===== config.mk =====
export PLATFORM = sky130hd
export DESIGN_NAME = flash_bus_front
export DESIGN_NICKNAME = d
export VERILOG_FILES = /design/src/rtl/flash_fe_pkg.sv /design/src/rtl/fbf_mode_dec.sv /design/src/rtl/fbf_read_mux.sv /design/src/rtl/fbf_wr_capture.sv /design/src/rtl/fbf_ready.sv /design/src/rtl/flash_bus_front.sv
export SDC_FILE = /design/constraint.sdc
export NUM_CORES = 1
export LEC_CHECK = 0
export CAP_MARGIN = 20
export CORE_UTILIZATION = 64
export DETAILED_ROUTE_END_ITERATION = 12
export DONT_BUFFER_PORTS = 1
export PLACE_DENSITY = 0.9
export SYNTH_ARGS = -nofsm -noshare
export SYNTH_HDL_FRONTEND = slang
export SYNTH_SLANG_ARGS = --single-unit

===== constraint.sdc =====
create_clock -name clk -period 3.15 [get_ports clk]
set_clock_uncertainty 0.15 [all_clocks]
set_input_delay 0.63 -clock clk [delete_from_list [all_inputs] [get_ports clk]]
set_output_delay 0.63 -clock clk [all_outputs]
set_load 0.01 [all_outputs]

===== src/rtl/flash_fe_pkg.sv =====
package flash_fe_pkg;

    localparam int DQ_W   = 16;
    localparam int BYTE_W = DQ_W / 2;

    localparam logic [DQ_W-1:0] MFR_CODE = 16'h00B0;
    localparam logic [DQ_W-1:0] DEV_CODE = 16'h66A8;

    typedef enum logic [2:0] {
        BM_PD    = 3'd0,
        BM_STBY  = 3'd1,
        BM_ODIS  = 3'd2,
        BM_READ  = 3'd3,
        BM_ID    = 3'd4,
        BM_WRITE = 3'd5
    } bus_mode_e;

    typedef struct packed {
        logic pd_n;
        logic sel_a_n;
        logic sel_b_n;
        logic rd_en_n;
        logic wr_en_n;
        logic id_sel;
    } strobes_t;

    function automatic bus_mode_e decode_mode(input strobes_t s);
        if (!s.pd_n)                    return BM_PD;
        else if (s.sel_a_n || s.sel_b_n) return BM_STBY;
        else if (!s.wr_en_n)            return BM_WRITE;
        else if (s.rd_en_n)             return BM_ODIS;
        else if (s.id_sel)              return BM_ID;
        else                            return BM_READ;
    endfunction

    function automatic logic [DQ_W-1:0] narrow(input logic word_mode,
                                               input logic [DQ_W-1:0] d);
        return word_mode ? d : {{(DQ_W-BYTE_W){1'b0}}, d[BYTE_W-1:0]};
    endfunction

endpackage


===== src/rtl/fbf_mode_dec.sv =====
module fbf_mode_dec
    import flash_fe_pkg::*;
(
    input  logic      clk,
    input  logic      rst,
    input  strobes_t  strobes,
    output bus_mode_e mode
);
    assign mode = decode_mode(strobes);

    AST_PD_WINS: assert property (@(posedge clk) disable iff (rst)
        !strobes.pd_n |-> mode == BM_PD);
    AST_STBY_SEL: assert property (@(posedge clk) disable iff (rst)
        (strobes.pd_n && (strobes.sel_a_n || strobes.sel_b_n)) |-> mode == BM_STBY);
endmodule


===== src/rtl/fbf_read_mux.sv =====
module fbf_read_mux
    import flash_fe_pkg::*;
#(
    parameter int ADDR_W = 19
) (
    input  logic              clk,
    input  logic              rst,
    input  bus_mode_e         mode,
    input  logic              word_mode,
    input  logic [ADDR_W-1:0] addr,
    input  logic [DQ_W-1:0]   array_rdata,
    output logic [DQ_W-1:0]   dq_out,
    output logic [1:0]        dq_oe
);
    logic              id_pick;
    logic [ADDR_W-1:0] id_rest;
    logic [DQ_W-1:0]   id_code;

    always_comb begin
        if (word_mode) begin
            id_pick = addr[1];
            id_rest = addr & ~ADDR_W'(2);
        end else begin
            id_pick = addr[0];
            id_rest = addr & ~ADDR_W'(1);
        end
        if (id_rest != '0)  id_code = '0;
        else if (id_pick)   id_code = DEV_CODE;
        else                id_code = MFR_CODE;
    end

    always_comb begin
        dq_out = '0;
        dq_oe  = 2'b00;
        case (mode)
            BM_READ: begin
                dq_out = narrow(word_mode, array_rdata);
                dq_oe  = {word_mode, 1'b1};
            end
            BM_ID: begin
                dq_out = narrow(word_mode, id_code);
                dq_oe  = {word_mode, 1'b1};
            end
            default: ;
        endcase
    end

    AST_HIZ_IDLE: assert property (@(posedge clk) disable iff (rst)
        (mode == BM_PD || mode == BM_STBY || mode == BM_ODIS || mode == BM_WRITE)
            |-> dq_oe == 2'b00);
    AST_BYTE_UPPER: assert property (@(posedge clk) disable iff (rst)
        !word_mode |-> !dq_oe[1]);
    AST_ID_CODE: assert property (@(posedge clk) disable iff (rst)
        (mode == BM_ID && word_mode && addr == '0) |-> dq_out == MFR_CODE);
endmodule


===== src/rtl/fbf_wr_capture.sv =====
module fbf_wr_capture
    import flash_fe_pkg::*;
(
    input  logic            clk,
    input  logic            rst,
    input  bus_mode_e       mode,
    input  logic            pd_n,
    input  logic            word_mode,
    input  logic [DQ_W-1:0] dq_in,
    input  logic            vprog_ok,
    output logic            wr_accept,
    output logic            wr_reject,
    output logic [DQ_W-1:0] wr_data
);
    logic active;
    logic was_active;
    logic ending;

    assign active = (mode == BM_WRITE);
    assign ending = was_active && !active && pd_n;

    always_ff @(posedge clk) begin
        if (rst) begin
            was_active <= 1'b0;
            wr_accept  <= 1'b0;
            wr_reject  <= 1'b0;
            wr_data    <= '0;
        end else begin
            was_active <= active;
            wr_accept  <= ending && vprog_ok;
            wr_reject  <= ending && !vprog_ok;
            if (active)
                wr_data <= narrow(word_mode, dq_in);
        end
    end

    AST_ONE_PULSE: assert property (@(posedge clk) disable iff (rst)
        (wr_accept || wr_reject) |=> !(wr_accept || wr_reject));
    AST_VPP_GATE: assert property (@(posedge clk) disable iff (rst)
        wr_accept |-> $past(vprog_ok));
    AST_NO_BOTH: assert property (@(posedge clk) disable iff (rst)
        !(wr_accept && wr_reject));
    AST_PD_NOPULSE: assert property (@(posedge clk) disable iff (rst)
        (wr_accept || wr_reject) |-> $past(pd_n));
endmodule


===== src/rtl/fbf_ready.sv =====
module fbf_ready (
    input  logic clk,
    input  logic rst,
    input  logic pd_n,
    input  logic wsm_busy,
    input  logic erase_susp,
    output logic rb_pull_low
);
    assign rb_pull_low = pd_n && wsm_busy && !erase_susp;

    AST_RB_PD: assert property (@(posedge clk) disable iff (rst)
        !pd_n |-> !rb_pull_low);
    AST_RB_BUSY: assert property (@(posedge clk) disable iff (rst)
        (pd_n && wsm_busy && !erase_susp) |-> rb_pull_low);
    AST_RB_IDLE: assert property (@(posedge clk) disable iff (rst)
        (!wsm_busy || erase_susp) |-> !rb_pull_low);
endmodule


===== src/rtl/flash_bus_front.sv =====
module flash_bus_front
    import flash_fe_pkg::*;
#(
    parameter int ADDR_W = 19
) (
    input  logic              clk,
    input  logic              rst,
    input  logic              pd_n,
    input  logic              sel_a_n,
    input  logic              sel_b_n,
    input  logic              rd_en_n,
    input  logic              wr_en_n,
    input  logic              word_mode,
    input  logic              id_sel,
    input  logic [ADDR_W-1:0] addr,
    input  logic [15:0]       dq_in,
    input  logic [15:0]       array_rdata,
    input  logic              vprog_ok,
    input  logic              wsm_busy,
    input  logic              erase_susp,
    output logic [2:0]        bus_mode,
    output logic [15:0]       dq_out,
    output logic [1:0]        dq_oe,
    output logic              wr_accept,
    output logic              wr_reject,
    output logic [15:0]       wr_data,
    output logic              rb_pull_low
);
    strobes_t  strobes;
    bus_mode_e mode;

    assign strobes = '{pd_n: pd_n, sel_a_n: sel_a_n, sel_b_n: sel_b_n,
                       rd_en_n: rd_en_n, wr_en_n: wr_en_n, id_sel: id_sel};
    assign bus_mode = mode;

    fbf_mode_dec u_dec (
        .clk(clk), .rst(rst), .strobes(strobes), .mode(mode)
    );

    fbf_read_mux #(.ADDR_W(ADDR_W)) u_rd (
        .clk(clk), .rst(rst), .mode(mode), .word_mode(word_mode),
        .addr(addr), .array_rdata(array_rdata),
        .dq_out(dq_out), .dq_oe(dq_oe)
    );

    fbf_wr_capture u_wr (
        .clk(clk), .rst(rst), .mode(mode), .pd_n(pd_n),
        .word_mode(word_mode), .dq_in(dq_in), .vprog_ok(vprog_ok),
        .wr_accept(wr_accept), .wr_reject(wr_reject), .wr_data(wr_data)
    );

    fbf_ready u_rb (
        .clk(clk), .rst(rst), .pd_n(pd_n), .wsm_busy(wsm_busy),
        .erase_susp(erase_susp), .rb_pull_low(rb_pull_low)
    );
endmodule


; Word-level counts from Yosys, hierarchy flattened
; Index checks and enable logic that the tools add are counted.
[word_totals]
inputBits = 63
wordCells = 33
output_inout_bits = 40
ff_bits = 19
[op_classes]
n_reduce_logical = 12
eq_ne = 3
n_mux = 14
[op_table]
columns = cell, count
row1 = 2-to-1 mux 16 bit, 4
row2 = one-hot mux 16 bit (2 select lines), 1
row3 = nonzero test 19 bit, 1
row4 = 2-to-1 mux 15 bit, 1
row5 = 2-to-1 mux 3 bit, 5
row6 = equality test 3 bit (second input constant), 2
row7 = logical AND 1 bit, 6
row8 = 2-to-1 mux 2 bit, 2
row9 = equality test 3 x 2 -> 1 bit (second input constant), 1
row10 = logical NOT 1 bit, 3
row11 = OR reduction 2 bit, 1
row12 = logical OR 1 bit, 1
row13 = 2-to-1 mux 1 bit, 1

; Logic depth before layout (Yosys ltp)
; Gate-level depths: netlist of run 1.
[logic_depth]
ltp_word = 10
ltp_mapped = 6
ltp_nobuf = 4

; Cells and area by module
; A second synthesis of run 1 with hierarchy kept.
[hier_totals]
cells_unflattened = 131
area_unflattened_um2 = 1211.2
[modules_own_cells]
columns = module, cells_each, area_each_um2, instances, seq_area_each_um2
row1 = fbf_wr_capture, 78, 839.6, 1, 380.4
row2 = fbf_read_mux, 45, 314.1, 1, 0.0
row3 = fbf_mode_dec, 7, 48.8, 1, 0.0
row4 = fbf_ready, 1, 8.8, 1, 0.0

; Worst setup path after synthesis of run 1
; No wires, ideal clock.
[synth_path]
path_kind = input port to output port
start = input addr[13]
end = output dq_out[9]
path_slack_ns = 0.629
required_time_ns = 2.370
n_path_buf = 0
arrival_time_ns = 1.741
cell_stages = 4
path_cell_list = or4_1 -> nor2_1 -> nand4_1 -> a21boi_0
[synth_between]
elab_chain_cells = 4
[synth_rtl]
columns = item, line_no
row1 = "start, declared", flash_bus_front.sv:15  ; input logic [ADDR_W-1:0] addr,
row2 = nonzero test 19 bit, fbf_read_mux.sv:27  ; if (id_rest != '0) id_code = '0;
row3 = 2-to-1 mux 16 bit, fbf_read_mux.sv:27
row4 = 2-to-1 mux 16 bit, flash_fe_pkg.sv:38  ; return word_mode ? d : {{(DQ_W-BYTE_W){1'b0}}, d[BYTE_W-1:0]};
row5 = one-hot mux 16 bit (2 select lines), fbf_read_mux.sv:35  ; case (mode)
row6 = "end, declared", flash_bus_front.sv:22  ; output logic [15:0] dq_out,
; Every way passes these cells.

; Worst setup path in the final report of run 1
; Ends and elaborated chain as after synthesis.

==> results of run 1 <==
==> sequential cells by signal, indices dropped and copies added, names as in the netlist <==
name             cells
u_wr.wr_data        16
u_wr.wr_accept       1
u_wr.was_active      1
u_wr.wr_reject       1
==> cell type report <==
cell class,count,area (um2),area share (%)
tap,15,18.8,1.90
multi-input combinational,105,556,56.1
clock inverter,1,5.00,0.506
sequential,19,380,38.4
timing repair buffer,1,7.51,0.759
clock buffer,3,22.5,2.28
==> worst reg2reg max path, cell delays in order, from the launching register on <==
cell,delay (ns)
dfxtp_1,0.42
nand2_1,0.07
a21oi_1,0.16
==> report_power, final <==
group	internal (mW)	switching, mW
clock network	0.0472	0.0725
registers	0.244	0.00386
logic	0.0109	0.0120
total	0.302	0.0883
==> worst max-delay path by stage <==
| stage | slack, ns | depth (start not counted) | start | to |
|---|---|---|---|---|
| 2_1_floorplan | 0.63 | 4 | addr[13] | dq_out[9] |
| 3_3_place_gp | 0.55 | 4 | addr[13] | dq_out[9] |
| 3_5_place_dp | 0.54 | 4 | addr[3] | dq_out[9] |
| 4_1_cts | 0.53 | 4 | addr[13] | dq_out[9] |
| 5_1_grt | 0.40 | 4 | addr[3] | dq_out[9] |
| 6_report | 0.53 | 4 | addr[13] | dq_out[9] |
==> routing by layer <==
metal  vias up  wire (um)
met5         -          0
met4         0         13
met3         2        176
met2        54       1200
met1       410        852
li1        447          -
==> Yosys cell counts, drive strengths merged <==
master   number  area share [%]
clkbuf        4             1.5
dfxtp        19              38
nor2          8             3.8
and2          5             3.2
nor4b         2             1.8
a21oi        17             8.6
nand4         2             1.3
nor4          2             1.3
nand4bb       1             1.1
mux2i         2             2.0
or4           2             1.5
or2           1            0.63
nor2b         1            0.63
buf           4             3.9
nand2b        1            0.63
and4bb        1             1.3
o21ai         2             1.0
a21boi        5             3.8
or3b          1             1.1
and3          4             2.5
nor3          2             1.5
nand3         8             4.0
nand2        38              14
==> logic make-up (layout without fill, tap and decap cells) <==
logic type / Yosys count / count (layout) / synth area share, %
buffers and inverters: 8 / 5 / 5.43
AND/OR/NAND/NOR: 79 / 79 / 40.7
multiplexers: 2 / 2 / 2.02
flip-flops: 19 / 19 / 38.4
AO/OA/AOI/OAI: 24 / 24 / 13.4
==> layout by cell type (no fill, tap or decap), types with 2 or more instances in the layout <==
| cell | count |
|---|---|
| a21oi_1 | 17 |
| and2_1 | 5 |
| a21boi_1 | 3 |
| nor4b_1 | 2 |
| nand2_1 | 38 |
| nand3_1 | 8 |
| a21boi_0 | 2 |
| nor2_1 | 7 |
| or4_1 | 2 |
| nand4_1 | 2 |
| clkbuf_4 | 3 |
| mux2i_1 | 2 |
| and3_1 | 4 |
| dfxtp_1 | 19 |
| nor4_1 | 2 |
| o21ai_1 | 2 |
==> through the flow <==
stage | hold WS [ns] | cells | power [mW] | worst slack, ns
2_1_floorplan | 0.282 | 132 | 0.281 | 0.629
3_3_place_gp | 0.289 | 140 | 0.275 | 0.553
3_5_place_dp | 0.291 | 140 | 0.276 | 0.535
4_1_cts | 0.231 | 144 | 0.395 | 0.534
5_1_grt | 0.204 | 144 | 0.412 | 0.403
6_report | 0.239 | 144 | 0.390 | 0.527
==> reports/results.txt, run 1 <==
Least-Margin Pin Slew -> 0.522 ns
Setup TNS Final -> 0 ns
final design area excluding fillers -> 990 um2
IO Pins -> 103
register area share after synthesis -> 38.4%
WP data arrival -> 1.84 ns
worst-path cell chain -> or4_1 > nor2_1 > nand4_1 > a21boi_0
# port buffers -> 0
Max Cap Viol -> 0
cts hold-fix bufs -> 0
Endpoint, Worst Hold -> u_wr.wr_data[10]
wire length of the first global-routing pass -> 2700 um
GRT met2 Usage -> 46.1%
layout cells sized above 1 -> 6.98%
number of global-route vias before repair -> 683
Buf/Inv on CP -> 0
fin util -> 72.4%
worst hold path type -> input pin to flip-flop
Core Rows -> 13
Worst slew margin -> 65.2%
slowest stage delay, CP -> 0.51 ns
maximum clock frequency -> 381 MHz
Ys Warns -> 0
Crit-path slowest cell -> or4_1
Worst path top cell family by delay -> simple AND/OR/NAND/NOR gates
Syn Inst Count -> 132
crit path max fanout -> 4
total number of vias -> 913
Final min period -> 2.62 ns
final WL -> 2240 um
Core Region -> 1370 um2
Post-CTS Resized -> 0
DP Area -> 962 um2
Hold Crit Start -> rst
clock sinks -> 19
# DRC -> 0
period utilization -> 83.3%
die span in y -> 41.3 um
TritonRoute pass-1 iters -> 4
largest net degree at the start of global routing -> 21
H-Tree Depth -> 1
CTS Buf Count -> 3
Clock Latency Late Sink -> 0.29 ns
CTS root buf -> clkbuf_4
gr busiest metal -> met2
r2r startpoint -> u_wr.wr_data[13]
CTS Buffer Depth -> 2
Area Growth Syn to Fin -> 0%
number of vias per cell -> 6.34
Power Density -> 394 nW/um2
Synth Register Bits -> 19
Max Transition Viols Final -> 0
fillers -> 120
setup violators final -> 0
Routed WL per cell -> 15.6 um
met3 Use GR -> 10.6%
Netlist Area Pre-Place -> 990 um2
critical path data required time -> 2.37 ns
starting density of the core -> 72.4%
total track usage -> 24.8%
placer congestion estimate -> 0.751
Startpoint Class -> input pin
total congestion overflow -> 0
met1 Usage GRT -> 23.8%
status -> finished clean
number of antenna diodes -> 0
hold path depth -> 1
die width -> 41.3 um
Critical Path Sink Type -> output port
Reg2Reg Depth -> 2
number of setup buffers added after CTS -> 0
r2r endpoint -> u_wr.wr_data[13]
Starting DRT DRC Count -> 20
static leakage power -> 0.341 nW
DRT antenna net count -> 0
antenna violations before repair -> 0
Post-DP HPWL -> 1750 um
die area -> 1710 um2
Reg clk slew, reported paths -> 0.11 ns
RSZ-0062 raised after global routing -> false
CTS tree -> done
post-synthesis cell type count -> 27
r2r setup slk -> 2.29 ns
Crit Path Class -> input pin to output port
VDD IR max -> 0.316 mV
NumNets Final -> 193
final hold viol count -> 0
syn_area_per_cell -> 7.50 um2
syn nets -> 195
Power figures use the tool's default switching activity.
==> inputs of run 2 (changes only) <==
--- a/config.mk
+++ b/config.mk
@@ -6,10 +6,10 @@
 export NUM_CORES = 1
 export LEC_CHECK = 0
 export CAP_MARGIN = 20
-export CORE_UTILIZATION = 64
+export CORE_UTILIZATION = 54
 export DETAILED_ROUTE_END_ITERATION = 12
 export DONT_BUFFER_PORTS = 1
-export PLACE_DENSITY = 0.9
+export PLACE_DENSITY = 0.82
 export SYNTH_ARGS = -nofsm -noshare
 export SYNTH_HDL_FRONTEND = slang
 export SYNTH_SLANG_ARGS = --single-unit
==> constraint.sdc (replaced) <==
create_clock -name clk -period 2.2 [get_ports clk]
set_clock_uncertainty 0.15 [all_clocks]
set_input_delay 0.44 -clock clk [delete_from_list [all_inputs] [get_ports clk]]
set_output_delay 0.44 -clock clk [all_outputs]
set_load 0.01 [all_outputs]
==> run 2 against run 1 <==
Effect of this change:
- clock power is 46% higher
- sequential cell count unchanged
- via count down 0.11%
- setup slack lost 0.52 ns
- global-route usage down 3.5 points
- highest routed layer unchanged
- critical path depth increased by 1
==> reports/results.txt, run 2 (same netlist as run 1, synthesis figures left out) <==
status -> finished clean (unchanged)
H-Tree Depth -> 1 (unchanged)
Max Cap Viol -> 0 (unchanged)
Area Growth Syn to Fin -> 4.30% (was 0%)
final WL -> 2340 um (was 2240 um)
Core Region -> 1730 um2 (was 1370 um2)
RSZ-0062 raised after global routing -> true (was false)
NumNets Final -> 195 (was 193)
TritonRoute pass-1 iters -> 4 (unchanged)
CTS tree -> done (unchanged)
Core Rows -> 15 (was 13)
Clock Latency Late Sink -> 0.29 ns (about the same)
r2r endpoint -> u_wr.wr_accept (was u_wr.wr_data[13])
CTS Buf Count -> 3 (unchanged)
total track usage -> 21.3% (was 24.8%)
# DRC -> 0 (unchanged)
Startpoint Class -> input pin (unchanged)
crit path max fanout -> 4 (unchanged)
die area -> 2010 um2 (was 1710 um2)
largest net degree at the start of global routing -> 21 (unchanged)
starting density of the core -> 57.3% (was 72.4%)
CTS Buffer Depth -> 2 (unchanged)
die span in y -> 44.8 um (was 41.3 um)
Critical Path Sink Type -> output port (unchanged)
Least-Margin Pin Slew -> 0.534 ns (was 0.522 ns)
Reg2Reg Depth -> 2 (unchanged)
final hold viol count -> 0 (unchanged)
Pwr Total -> 0.565 mW (was 0.390 mW)
Endpoint, Worst Hold -> u_wr.wr_data[12] (was u_wr.wr_data[10])
antenna violations before repair -> 0 (unchanged)
r2r setup slk -> 1.30 ns (was 2.29 ns)
cts hold-fix bufs -> 0 (unchanged)
leading cell type in the layout, fill and taps excluded -> nand2_1 (unchanged)
CTS root buf -> clkbuf_4 (unchanged)
number of antenna diodes -> 0 (unchanged)
r2r startpoint -> u_wr.was_active (was u_wr.wr_data[13])
number of vias per cell -> 5.85 (was 6.34)
Reg with most FFs -> u_wr.wr_data (unchanged)
worst hold path type -> input pin to flip-flop (unchanged)
number of global-route vias before repair -> 764 (was 683)
Starting DRT DRC Count -> 14 (was 20)
Crit Path Class -> input pin to output port (unchanged)
Max Transition Viols Final -> 0 (unchanged)
period utilization -> 99.7%
number of setup buffers added after CTS -> 0 (unchanged)
maximum clock frequency -> 456 MHz
hold path depth -> 1 (unchanged)
Power Density -> 547 nW/um2 (was 394 nW/um2)
DRT antenna net count -> 0 (unchanged)
Worst slew margin -> 64.4% (was 65.2%)
Reg clk slew, reported paths -> 0.11 ns (about the same)
Final min period -> 2.19 ns
VDD IR max -> 0.469 mV (was 0.316 mV)
die width -> 44.8 um (was 41.3 um)
fin util -> 59.8% (was 72.4%)
critical path data required time -> 1.61 ns (was 2.37 ns)
placer congestion estimate -> 0.662 (was 0.751)
max FFs per register -> 16 (unchanged)
most frequent cells in the layout -> 38 x nand2_1, 19 x dfxtp_1, 17 x a21oi_1, 8 x nand3_1, 6 x nor2_1 (was 38 x nand2_1, 19 x dfxtp_1, 17 x a21oi_1, 8 x nand3_1, 7 x nor2_1)
Hold Crit Start -> rst (unchanged)
setup violators final -> 0 (unchanged)
Routed WL per cell -> 15.0 um (was 15.6 um)
WP data arrival -> 1.60 ns (was 1.84 ns)
static leakage power -> 0.355 nW (was 0.341 nW)
IO Pins -> 103 (unchanged)
total number of vias -> 912 (was 913)
clock sinks -> 19 (unchanged)
wire length of the first global-routing pass -> 3110 um (was 2700 um)
layout cells sized above 1 -> 10.7% (was 6.98%)
# port buffers -> 0 (unchanged)
total congestion overflow -> 0 (unchanged)
Post-DP HPWL -> 1800 um (was 1750 um)
run 2: changes by cell type in the layout (fill, tap and decap cells not counted), sizes merged:
cell and delta:
buf +2
run 2: final cells by class:
class                      count  area, um2
multi-input combinational    105        571
sequential                    19        380
clock inverter                 1       5.00
clock buffer                   3       22.5
timing repair buffer           3       22.5
tap                           25       31.3
fill                         167        694
run 2: where the power goes:
group          leakage, nW  total [mW]  internal, mW  switching [mW]
Sequential           0.153       0.355         0.349         0.00562
Clock               0.0177       0.175        0.0677           0.107
Combinational        0.183      0.0354        0.0172          0.0182
Total                0.355       0.565         0.434           0.131
run 2: critical path, cell delays in order:
cell and delay [ns]:
or4_4 0.53, nor2_4 0.13, nand4_1 0.18, a21boi_1 0.19, buf_4 0.14
run 2: worst max path at each step:
stage               startpoint        end  slack [ns]
finish                addr[13]  dq_out[9]       0.006
floorplan             addr[13]  dq_out[9]        0.06
global route          addr[13]  dq_out[9]       -0.07
global placement      addr[13]  dq_out[9]       -0.08
CTS                   addr[11]  dq_out[9]       -0.04
detailed placement    addr[13]  dq_out[9]       -0.09
run 2: stage by stage:
step / hold slack (ns) / instance area [um2] / TNS [ns] / cells / setup slack (ns)
after floorplan: 0.282 / 990 / 0 / 132 / 0.0586
after CTS: 0.0418 / 1030 / -0.0380 / 156 / -0.0371
after global placement: 0.294 / 990 / -0.131 / 152 / -0.0788
final: 0.0450 / 1030 / 0 / 156 / 0.00560
after global routing: 0.0284 / 1030 / -0.154 / 156 / -0.0727
after detailed placement: 0.298 / 990 / -0.170 / 152 / -0.0886
run 2: timing repair:
item / 4_1_cts / 5_1_grt
pin swaps: 4 / 3
endpoints found under the setup margin: 4 / 4
gates resized for setup: 5 / 0
gates cloned: 0 / 0
run 2: routing by layer:
layer	part of all wire, %	track usage (%)
met4	0.94	9.70
met3	7.5	3.20
met5	0	0
met2	53	38.5
met1	39	24.7
